<file path="config.mk">
export PLATFORM = sky130hd
export DESIGN_NAME = irq_hub
export DESIGN_NICKNAME = d
export VERILOG_FILES = /design/src/rtl/irq_pkg.sv /design/src/rtl/irq_flag_bank.sv /design/src/rtl/irq_mask_bank.sv /design/src/rtl/irq_regif.sv /design/src/rtl/irq_hub.sv
export SDC_FILE = /design/constraint.sdc
export NUM_CORES = 1
export LEC_CHECK = 0
export ABC_AREA = 1
export CAP_MARGIN = 20
export CORE_MARGIN = 5
export CORE_UTILIZATION = 39
export DETAILED_ROUTE_END_ITERATION = 8
export HOLD_SLACK_MARGIN = 0.02
export PLACE_DENSITY = 0.7
export SYNTH_ARGS = -nofsm -noshare
export SYNTH_HDL_FRONTEND = slang
export SYNTH_SLANG_ARGS = --single-unit
</file>
<file path="constraint.sdc">
create_clock -name clk -period 0.89 [get_ports clk]
set_input_delay 0.178 -clock clk [delete_from_list [all_inputs] [get_ports clk]]
set_output_delay 0.178 -clock clk [all_outputs]
set_load 0.02 [all_outputs]
</file>
<file path="src/rtl/irq_pkg.sv">
package irq_pkg;
  localparam int NIB = 4;

  typedef enum logic [1:0] {
    SP_FLAG = 2'd0,
    SP_MASK = 2'd1,
    SP_CTRL = 2'd2,
    SP_NONE = 2'd3
  } space_e;
endpackage

</file>
<file path="src/rtl/irq_flag_bank.sv">
module irq_flag_bank
  import irq_pkg::*;
#(
  parameter int N  = 13,
  parameter int NG = 4
) (
  input  logic           clk,
  input  logic           rst_n,
  input  logic [N-1:0]   req,
  input  logic [NG-1:0]  rd_clr,
  input  logic [NG-1:0]  wr_clr,
  input  logic [NIB-1:0] wdata,
  output logic [N-1:0]   flags
);
  for (genvar i = 0; i < N; i++) begin : g_bit
    localparam int G = i / NIB;
    localparam int P = i % NIB;
    logic kill;
    assign kill = rd_clr[G] | (wr_clr[G] & wdata[P]);
    always_ff @(posedge clk or negedge rst_n) begin
      if (!rst_n) flags[i] <= 1'b0;
      else        flags[i] <= req[i] | (flags[i] & ~kill);
    end
  end
endmodule

</file>
<file path="src/rtl/irq_mask_bank.sv">
module irq_mask_bank
  import irq_pkg::*;
#(
  parameter int N  = 13,
  parameter int NG = 4
) (
  input  logic           clk,
  input  logic           rst_n,
  input  logic [NG-1:0]  wr_grp,
  input  logic [NIB-1:0] wdata,
  output logic [N-1:0]   masks
);
  for (genvar i = 0; i < N; i++) begin : g_bit
    localparam int G = i / NIB;
    localparam int P = i % NIB;
    always_ff @(posedge clk or negedge rst_n) begin
      if (!rst_n)         masks[i] <= 1'b0;
      else if (wr_grp[G]) masks[i] <= wdata[P];
    end
  end
endmodule

</file>
<file path="src/rtl/irq_regif.sv">
module irq_regif
  import irq_pkg::*;
#(
  parameter int N  = 13,
  parameter int NG = 4,
  parameter int GW = 2
) (
  input  logic           rd_en,
  input  logic           wr_en,
  input  logic [GW+1:0]  addr,
  input  logic [N-1:0]   flags,
  input  logic [N-1:0]   masks,
  input  logic           ge,
  output logic [NG-1:0]  rd_clr,
  output logic [NG-1:0]  wr_flag,
  output logic [NG-1:0]  wr_mask,
  output logic           wr_ctrl,
  output logic [NIB-1:0] rdata
);
  localparam int PADW = NG * NIB;

  space_e          space;
  logic [GW-1:0]   grp;
  logic [NG-1:0]   hit;
  logic [PADW-1:0] fpad;
  logic [PADW-1:0] mpad;

  assign space = space_e'(addr[GW+1:GW]);
  assign grp   = addr[GW-1:0];

  always_comb begin
    fpad = '0;
    mpad = '0;
    fpad[N-1:0] = flags;
    mpad[N-1:0] = masks;
    for (int g = 0; g < NG; g++) begin
      hit[g]     = (grp == GW'(g));
      rd_clr[g]  = rd_en & (space == SP_FLAG) & hit[g];
      wr_flag[g] = wr_en & (space == SP_FLAG) & hit[g];
      wr_mask[g] = wr_en & (space == SP_MASK) & hit[g];
    end
  end

  assign wr_ctrl = wr_en & (space == SP_CTRL) & (grp == '0);

  always_comb begin
    rdata = '0;
    unique case (space)
      SP_FLAG: for (int g = 0; g < NG; g++) if (hit[g]) rdata = fpad[g*NIB +: NIB];
      SP_MASK: for (int g = 0; g < NG; g++) if (hit[g]) rdata = mpad[g*NIB +: NIB];
      SP_CTRL: if (grp == '0) rdata = {{(NIB-1){1'b0}}, ge};
      default: rdata = '0;
    endcase
  end
endmodule

</file>
<file path="src/rtl/irq_hub.sv">
module irq_hub
  import irq_pkg::*;
#(
  parameter int N_EXT = 5,
  parameter int N_INT = 8,
  localparam int N  = N_EXT + N_INT,
  localparam int NG = (N + NIB - 1) / NIB,
  localparam int GW = (NG > 1) ? $clog2(NG) : 1,
  localparam int AW = GW + 2
) (
  input  logic             clk,
  input  logic             rst_n,
  input  logic [N_EXT-1:0] req_ext,
  input  logic [N_INT-1:0] req_int,
  input  logic             halt_enter,
  input  logic             rd_en,
  input  logic             wr_en,
  input  logic [AW-1:0]    addr,
  input  logic [NIB-1:0]   wdata,
  output logic [NIB-1:0]   rdata,
  output logic             cpu_irq
);
  logic [N-1:0]  req;
  logic [N-1:0]  flags;
  logic [N-1:0]  masks;
  logic [NG-1:0] rd_clr;
  logic [NG-1:0] wr_flag;
  logic [NG-1:0] wr_mask;
  logic          wr_ctrl;
  logic          ge;

  assign req = {req_int, req_ext};

  irq_regif #(.N(N), .NG(NG), .GW(GW)) u_regif (
    .rd_en(rd_en), .wr_en(wr_en), .addr(addr),
    .flags(flags), .masks(masks), .ge(ge),
    .rd_clr(rd_clr), .wr_flag(wr_flag), .wr_mask(wr_mask),
    .wr_ctrl(wr_ctrl), .rdata(rdata)
  );

  irq_flag_bank #(.N(N), .NG(NG)) u_flags (
    .clk(clk), .rst_n(rst_n), .req(req),
    .rd_clr(rd_clr), .wr_clr(wr_flag), .wdata(wdata), .flags(flags)
  );

  irq_mask_bank #(.N(N), .NG(NG)) u_masks (
    .clk(clk), .rst_n(rst_n), .wr_grp(wr_mask), .wdata(wdata), .masks(masks)
  );

  // Halt entry re-arms the global enable and overrides a same-cycle write.
  always_ff @(posedge clk or negedge rst_n) begin
    if (!rst_n)          ge <= 1'b0;
    else if (halt_enter) ge <= 1'b1;
    else if (wr_ctrl)    ge <= wdata[0];
  end

  assign cpu_irq = ge & (|(flags & masks));
endmodule

</file>
==> metrics.md, run 1 <==
| Metric | Value |
|---|---|
| Setup Crit Path Kind | `register to output port` |
| Worst-path cell chain | `nand2_1 > nand2_1 > inv_1 > nand4_1 > nor2_2 > nor2_2 > buf_6` |
| Drt via density | `4.74` |
| Worst hold margin | `232 ps` |
| Vias in the first global route | `1581` |
| DRC Markers | `0` |
| Crit-path max FO | `3` |
| Final setup fails | `5` |
| Area Overhead vs Synth | `61.2%` |
| Worst path slowest cell | `dfrtp_1` |
| CTS buffer count | `3` |
| First-pass GRT wire length | `7070 µm` |
| Area after DPL | `2170 µm²` |
| Sequential cell area | `676 µm²` |
| Syn Inst Count | `223` |
| Yosys warnings | `0` |
| Worst Setup End Kind | `output port` |
| Data arrival time of the worst path | `1360 ps` |
| Hold Path Class | `input pin to async pin` |
| Antenna violation net count after detailed routing | `0` |
| DP HPWL | `3220 µm` |
| Filler instances | `335` |
| Complex-gate fraction of the synthesized area | `8.47%` |
| Final design utilization | `65.8%` |
| CTS tree | `built` |
| Pins over their slew limit | `0` |
| Placed insts | `334` |
| Drt first pass iters | `4` |
| Post-Syn Area per Cell | `6.76 µm²` |
| Die area | `5210 µm²` |
| Syn Nets | `249` |
| Iteration-0 DRC Markers | `75` |
| Period utilisation layout | `173%` |
| Setup Skew | `0 ps` |
| Vias | `1620` |
| Final nets | `321` |
| CTS Hold Bufs | `0` |
| Die width | `72.2 µm` |
| Final worst slack | `-647 ps` |
| Setup_tns | `-2730 ps` |
| Commonest cells after routing, fill and taps aside | `nand2_1, inv_1, dfrtp_1, buf_4, buf_6` |
| Failing checks | `negative setup slack` |
| Clk pin slew, worst setup/hold paths | `100 ps` |
| RSZ-0062 raised after global routing | `true` |
| Peak VDD IR | `0.949 mV` |
| # rows | `22` |
| Largest family of logic cells by synthesized area | `simple AND/OR/NAND/NOR gates` |
| CTS Sinks | `27` |
| Commonest non-fill, non-tap cell in the layout | `nand2_1` |
| Multi-input combinational cell area | `862 µm²` |
| Placer Congestion | `0.886` |
| Post-synthesis xor/xnor area fraction | `0%` |
| Core Area | `3690 µm²` |
| Fin area | `2430 µm²` |
| CTS Buffer Depth | `2` |
| Pin count of the biggest net entering global routing | `28` |
| Worst slew pin tran | `258 ps` |
| Outcome | `finished, violations left` |
| Total Routing Usage GR | `17.2%` |
| Worst rel slew slack | `82.8%` |
| Htree depth | `1` |
| Clk_lat worst skew | `280 ps` |
| Mapped Area | `1510 µm²` |
| Required time of the worst setup path | `710 ps` |
| Proportion of synthesized area in mux cells | `0%` |
| Initial antenna violation count | `0` |
| Synth Register Bits | `27` |
| Global route overflow | `0` |
| Leak | `0.00124 µW` |
| Post-synthesis simple-gate area fraction | `37.5%` |
| Fmax | `651 MHz` |
| Routed WL | `4280 µm` |
| IO Pins | `31` |
| Post-route insts no fill | `342` |
| Crit path launch type | `register` |
| Final min period | `1540 ps` |
| Cell variety after synth | `15` |
| Die height | `72.2 µm` |
| Share of cells above drive strength 1 | `33.3%` |
| Diode count | `0` |
| Crit path max-delay family | `simple AND/OR/NAND/NOR gates` |
| Port-buffer cells | `30` |
| Routed wire per std cell | `12.5 µm` |
| Pwr dens | `1340 nW/µm²` |
| Adder-Cell Fraction of Synth Area | `0%` |
| Worst path buffer plus inverter count | `2` |
| CP peak stage delay | `420 ps` |
| Final hold vios | `0` |
| Sequential fraction of the synthesis area | `44.9%` |
| Max Cap Violations | `0` |
| Root Driver | `clkbuf_8` |
| Initial core utilization | `40.8%` |
==> layout make-up <==
type | count | area share (%)
tap | 48 | 2.47
multi-input combinational | 161 | 35.5
inverter | 35 | 5.51
clock buffer | 3 | 1.70
sequential | 27 | 27.8
clock inverter | 1 | 0.361
timing repair buffer | 67 | 26.6
==> flip-flops by register name, summed over array words and instances (netlist names) <==
register	count
u_flags.flags	13
ge	1
u_masks.masks	13
==> report_power, final <==
group	internal [µW]	switching [µW]
clock network	330	437
registers	1380	104
logic	508	494
total	2220	1040
==> kinds of logic after synthesis <==
family	after synthesis
AOI/OAI and AO/OA	23
buffers and inverters	36
DFF	27
and+or+nand+nor	137
==> path summary, 6_finish.rpt <==
| kind | start | endpoint | slack (ps) | cells after the start |
|---|---|---|---|---|
| worst max-delay path | u_flags.flags[8]$_DFF_PN0_ | cpu_irq | -650 | 7 |
| worst min-delay path | rst_n | u_flags.flags[12]$_DFF_PN0_ | 230 | 2 |
| worst max register to register | u_flags.flags[0]$_DFF_PN0_ | u_flags.flags[0]$_DFF_PN0_ | 50 | 4 |
| worst min register to register | u_masks.masks[0]$_DFFE_PN0P_ | u_masks.masks[0]$_DFFE_PN0P_ | 520 | 2 |
| max in group asynchronous | rst_n | ge$_DFFE_PN0P_ | 490 | 2 |
| min in group clk | wdata[1] | u_masks.masks[9]$_DFFE_PN0P_ | 280 | 3 |
==> metal layers <==
metal  part of all wire, %  GRT usage, %  up-vias
li1                      -             -      828
met1                    45          22.9      753
met2                    49          29.5       34
met3                   5.0          3.19        5
met4                  0.61          2.71        0
met5                     0             0        -
==> Yosys cell counts <==
cell type  instances  area, µm²
nand2_1           93        349
inv_1             35        131
dfrtp_1           27        676
nand3_1           19       95.1
nor2_1            17       63.8
o21ai_0           13       65.1
a21oi_1            5       25.0
nor2_2             3       18.8
o211ai_1           3       22.5
nand2_2            2       12.5
o21bai_1           2       15.0
buf_4              1       7.51
nand3b_1           1       7.51
nand4_1            1       6.26
nor2_4             1       11.3
==> stage by stage <==
step | power [µW] | setup WS (ps)
global placement | 2350 | -1230
global route | 3450 | -688
detailed placement | 2370 | -1250
floorplan | 1900 | -94.9
CTS | 3240 | -621
finish | 3250 | -647
==> what timing repair did <==
| item | in CTS | in global routing |
|---|---|---|
| gates resized for setup | 86 | 28 |
| gates cloned | 1 | 0 |
| setup endpoints to repair | 32 | 27 |
| pin swaps | 22 | 14 |
| setup buffers | 2 | 1 |
No activity file was read; power rests on OpenSTA's default activity.
==> run 2: changes to the inputs <==
--- a/config.mk
+++ b/config.mk
@@ -12,6 +12,7 @@
 export DETAILED_ROUTE_END_ITERATION = 8
 export HOLD_SLACK_MARGIN = 0.02
 export PLACE_DENSITY = 0.7
+export SKIP_LAST_GASP = 1
 export SYNTH_ARGS = -nofsm -noshare
 export SYNTH_HDL_FRONTEND = slang
 export SYNTH_SLANG_ARGS = --single-unit
==> metrics.md, run 2 (synthesized netlist as in run 1, its figures left out) <==
| Metric | Value |
|---|---|
| Failing checks | `negative setup slack` |
| Seq pwr share | `45.7%` |
| First-pass GRT wire length | `7070 µm` |
| CTS Sinks | `27` |
| Worst rel slew slack | `82.7%` |
| Routed wire per std cell | `12.5 µm` |
| Pwr dens | `1340 nW/µm²` |
| Worst-path cell chain | `nand2_1 > nand2_1 > inv_1 > nand4_1 > nor2_2 > nor2_2 > buf_6` |
| Final nets | `321` |
| Final setup fails | `5` |
| DRC Markers | `0` |
| Routed WL | `4270 µm` |
| Area Overhead vs Synth | `60.6%` |
| Worst hold margin | `231 ps` |
| Data arrival time of the worst path | `1350 ps` |
| Pin count of the biggest net entering global routing | `28` |
| Peak VDD IR | `0.943 mV` |
| Register-to-Register Path Depth | `4` |
| Vias in the first global route | `1581` |
| Iteration-0 DRC Markers | `81` |
| Total Routing Usage GR | `17.2%` |
| CTS tree | `built` |
| Placer Congestion | `0.886` |
| Worst Setup End Kind | `output port` |
| Final design utilization | `65.6%` |
| Crit-path max FO | `3` |
| IO Pins | `31` |
| Worst path slowest cell | `dfrtp_1` |
| Drt first pass iters | `4` |
| Commonest non-fill, non-tap cell in the layout | `nand2_1` |
| Leading registers by flop count | `u_flags.flags (13), u_masks.masks (13), ge (1)` |
| R2R Setup Slk | `50 ps` |
| RSZ-0062 raised after global routing | `true` |
| Worst slew pin tran | `260 ps` |
| Final min period | `1530 ps` |
| Crit path launch type | `register` |
| Period utilisation layout | `172%` |
| CTS buffer count | `3` |
| Outcome | `finished, violations left` |
| R2r startpoint | `u_flags.flags[0]$_DFF_PN0_` |
| # rows | `22` |
| Drt via density | `4.74` |
| Global route overflow | `0` |
| Die width | `72.2 µm` |
| Total power | `3250 µW` |
| Final hold vios | `0` |
| Setup WS pre-CTS | `-1250 ps` |
| Setup Crit Path Kind | `register to output port` |
| Vias | `1620` |
| Fmax | `653 MHz` |
| Clk_lat worst skew | `280 ps` |
| Max Cap Violations | `0` |
| Internal power | `2210 µW` |
| Final worst slack | `-642 ps` |
| Initial core utilization | `40.8%` |
| Antenna violation net count after detailed routing | `0` |
| Die height | `72.2 µm` |
| Clk pin slew, worst setup/hold paths | `100 ps` |
| Hold Path Class | `input pin to async pin` |
| Root Driver | `clkbuf_8` |
| Htree depth | `1` |
| Core Area | `3690 µm²` |
| Share of cells above drive strength 1 | `32.7%` |
| CTS Buffer Depth | `2` |
| Sw Share | `31.8%` |
| CP peak stage delay | `410 ps` |
| DP HPWL | `3220 µm` |
| Initial antenna violation count | `0` |
| Fin area | `2420 µm²` |
| Pins over their slew limit | `0` |
| Port-buffer cells | `30` |
| Commonest cells after routing, fill and taps aside | `nand2_1, inv_1, dfrtp_1, buf_4, buf_6` |
| Leak | `0.00124 µW` |
| Part of the power in combinational logic | `30.7%` |
| Required time of the worst setup path | `710 ps` |
| Switch Pwr | `1030 µW` |
| Setup Skew | `0 ps` |
| Clk pwr share | `23.6%` |
| Die area | `5210 µm²` |
| Crit Reg-Reg Endpoint | `u_flags.flags[0]$_DFF_PN0_` |
| Area after DPL | `2170 µm²` |
| Diode count | `0` |
run 2: cell types whose count changed in the layout (fill, tap and decap cells not counted):
cell	before	now
nand2_1	74	76
nand2_2	19	17
buf_6	20	21
buf_8	1	0
run 2: how the worst max path moves through the flow:
stage	end	slack, ps	from
finish	cpu_irq	-640	u_flags.flags[8]$_DFF_PN0_
global route	cpu_irq	-690	u_flags.flags[8]$_DFF_PN0_
CTS	cpu_irq	-620	u_flags.flags[8]$_DFF_PN0_
detailed placement	rdata[0]	-1250	addr[0]
global placement	rdata[0]	-1230	addr[0]
floorplan	cpu_irq	-90	u_masks.masks[0]$_DFFE_PN0P_
run 2: stage by stage:
stage          std cells  TNS, ps
3_3_place_gp         334   -25580
6_report             342    -2720
2_1_floorplan        223     -236
4_1_cts              341    -2770
3_5_place_dp         334   -26560
5_1_grt              342    -3220
run 2: layout make-up:
cell class / instances / area (µm²)
Clock buffer: 3 / 41.3
Clock inverter: 1 / 8.76
Fill cell: 339 / 1270
Inverter: 35 / 134
Multi-Input combinational cell: 161 / 857
Sequential cell: 27 / 676
Tap cell: 48 / 60.1
Timing Repair Buffer: 67 / 643
run 2: critical path: cells and delay by family, from the launching register on:
kind	cells	cell delay (ps)
buffers and inverters	2	170
flip-flops	1	410
AND/OR/NAND/NOR	5	480
run 2: what timing repair did:
action                                  CTS  global route
pin swaps                                22            14
resized for setup                        84            27
cloned                                    1             0
endpoints found under the setup margin   32            27
hold buffers                              0             0
setup buffers                             2             1
run 2: per-layer routing:
metal	part of all wire (%)	GRT usage (%)	routed length (µm)	vias to the layer above
met1	45	22.9	1910	747
met4	0.61	2.71	26	0
li1	-	-	-	828
met2	49	29.5	2100	40
met5	0	0	0	-
met3	5.5	3.19	234	5
run 2: power groups by stage:
stage	logic [µW]	clock network, µW	registers (µW)
after floorplan	421	0	1480
after global placement	859	0	1490
after detailed placement	874	0	1500
after CTS	965	786	1480
after global routing	1120	822	1500
final	997	767	1480
==> run 3: changes to the inputs <==
--- a/config.mk
+++ b/config.mk
@@ -11,7 +11,7 @@
 export CORE_UTILIZATION = 39
 export DETAILED_ROUTE_END_ITERATION = 8
 export HOLD_SLACK_MARGIN = 0.02
-export PLACE_DENSITY = 0.7
+export PLACE_DENSITY = 0.68
 export SKIP_LAST_GASP = 1
 export SYNTH_ARGS = -nofsm -noshare
 export SYNTH_HDL_FRONTEND = slang
==> constraint.sdc (replaced) <==
create_clock -name clk -period 1.8 [get_ports clk]
set_input_delay 0.36 -clock clk [delete_from_list [all_inputs] [get_ports clk]]
set_output_delay 0.36 -clock clk [all_outputs]
set_load 0.02 [all_outputs]
==> metrics.md, run 3 (synthesized netlist as in run 1, its figures left out) <==
| Metric | Value |
|---|---|
| # rows | `22` |
| Switch Pwr | `440 µW` |
| Post CTS Setup Buffer Count | `0` |
| Core Area | `3690 µm²` |
| Drt via density | `4.79` |
| Fin area | `2050 µm²` |
| Worst Setup End Kind | `output port` |
| Area Overhead vs Synth | `36.0%` |
| CTS buffer count | `3` |
| Total Routing Usage GR | `16.8%` |
| Final min period | `1670 ps` |
| Peak VDD IR | `0.408 mV` |
| Drt first pass iters | `4` |
| DRC Markers | `0` |
| Register-to-Register Path Depth | `3` |
| CTS Buffer Depth | `2` |
| Seq pwr share | `50.3%` |
| Htree depth | `1` |
| Root Driver | `clkbuf_8` |
| CTS Hold Bufs | `0` |
| Commonest cells after routing, fill and taps aside | `nand2_1, inv_1, dfrtp_1, clkdlybuf4s50_1, buf_4` |
| Crit-path max FO | `2` |
| Die area | `5210 µm²` |
| Final nets | `304` |
| Multi-input combinational cell area | `706 µm²` |
| Share of cells above drive strength 1 | `15.5%` |
| Setup Skew | `0 ps` |
| Area after DPL | `2010 µm²` |
| IO Pins | `31` |
| Internal power | `1010 µW` |
| Vias | `1558` |
| Max Cap Violations | `0` |
| Global route overflow | `0` |
| Routed wire per std cell | `12.4 µm` |
| Final setup fails | `0` |
| Sequential cell area | `676 µm²` |
| Part of the power in combinational logic | `26.0%` |
| R2r startpoint | `u_masks.masks[1]$_DFFE_PN0P_` |
| Sw Share | `30.3%` |
| Initial core utilization | `40.8%` |
| First-pass GRT wire length | `6980 µm` |
| DP HPWL | `3210 µm` |
| Vias in the first global route | `1560` |
| Clk pwr share | `23.7%` |
| R2R Setup Slk | `1020 ps` |
| Data arrival time of the worst path | `1310 ps` |
| Leak | `0.00108 µW` |
| Pin count of the biggest net entering global routing | `28` |
| Clk pin slew, worst setup/hold paths | `90 ps` |
| Hold Path Class | `input pin to async pin` |
| Final hold vios | `0` |
| Filler instances | `401` |
| CTS tree | `built` |
| Required time of the worst setup path | `1440 ps` |
| Worst slew pin tran | `355 ps` |
| Placed insts | `320` |
| Pins over their slew limit | `0` |
| Period utilisation layout | `92.5%` |
| Clk_lat worst skew | `270 ps` |
| Die height | `72.2 µm` |
| Worst rel slew slack | `76.4%` |
| Final design utilization | `55.6%` |
| Commonest non-fill, non-tap cell in the layout | `nand2_1` |
| Iteration-0 DRC Markers | `93` |
| Fmax | `600 MHz` |
| Post-route insts no fill | `325` |
| Placer Congestion | `0.874` |
| Pwr dens | `709 nW/µm²` |
| RSZ-0062 raised after global routing | `false` |
| Routed WL | `4010 µm` |
| Die width | `72.2 µm` |
| Antenna violation net count after detailed routing | `0` |
| Crit path launch type | `register` |
| Setup Crit Path Kind | `register to output port` |
| Outcome | `completed` |
| Crit Reg-Reg Endpoint | `u_masks.masks[1]$_DFFE_PN0P_` |
| Leading registers by flop count | `u_flags.flags (13), u_masks.masks (13), ge (1)` |
| Diode count | `0` |
| Port-buffer cells | `30` |
| Initial antenna violation count | `0` |
| CTS Sinks | `27` |
[run 3: cell types whose count changed in the layout (fill, tap and decap cells not counted), moves of 2 or more]
cell             delta
nand3_2             -6
inv_1               +5
nor2_1              +4
nand3_1             +7
clkdlybuf4s50_1     +3
buf_2               +7
nor2_2              +2
nor2_4              -7
nand2_1            +17
inv_2               -4
buf_6              -20
buf_4               -4
nand2_2            -15
[run 3: critical path: stages (launching register included)]
cell,delay (ps)
dfrtp_1,390
nand2_1,90
nand2_1,50
nor2_1,130
nand2_1,80
nor2_2,90
nor2_1,40
buf_2,150
[run 3: area by class of cell]
type / count / share of cell area [%]
sequential: 27 / 33.0
timing repair buffer: 51 / 21.1
multi-input combinational: 160 / 34.4
clock buffer: 4 / 2.20
inverter: 35 / 6.41
tap: 48 / 2.93
[run 3: worst max-delay path by stage]
stage,startpoint,endpoint,slack (ps),cells after the start
after CTS,addr[2],rdata[3],-40,6
after global routing,u_masks.masks[0]$_DFFE_PN0P_,cpu_irq,20,7
after global placement,addr[1],rdata[1],-680,7
after floorplan,addr[0],rdata[0],400,7
after detailed placement,addr[0],rdata[3],-700,8
final,u_masks.masks[4]$_DFFE_PN0P_,cpu_irq,130,7
[run 3: repair_timing]
item / 4_1_cts / 5_1_grt
endpoints found under the setup margin: 5 / 5
cloned: 0 / 1
pin swaps: 0 / 2
gates resized for setup: 26 / 14
hold endpoints to repair: 0 / 0
[run 3: power groups by stage]
stage / Combinational, µW / Sequential (µW) / Clock [µW]
detailed placement: 381 / 743 / 0
floorplan: 198 / 731 / 0
finish: 378 / 731 / 344
global placement: 375 / 741 / 0
CTS: 376 / 731 / 354
global route: 431 / 743 / 381
[run 3: through the flow]
stage / setup slack (ps) / hold WS (ps) / TNS (ps) / power (µW)
after floorplan: 398 / 64.4 / 0 / 929
after global placement: -681 / 477 / -2990 / 1120
after detailed placement: -704 / 475 / -3370 / 1120
after CTS: -39.3 / 478 / -39.3 / 1460
after global routing: 20.4 / 487 / 0 / 1550
final: 134 / 464 / 0 / 1450
[run 3: per-layer routing]
layer / up-vias / routed length [µm] / track usage (%) / share of wire [%]
met1: 718 / 1820 / 22.4 / 45
li1: 797 / - / - / -
met3: 2 / 254 / 2.63 / 6.3
met4: 0 / 20 / 3.34 / 0.50
met5: - / 0 / 0 / 0
met2: 41 / 1920 / 28.9 / 48
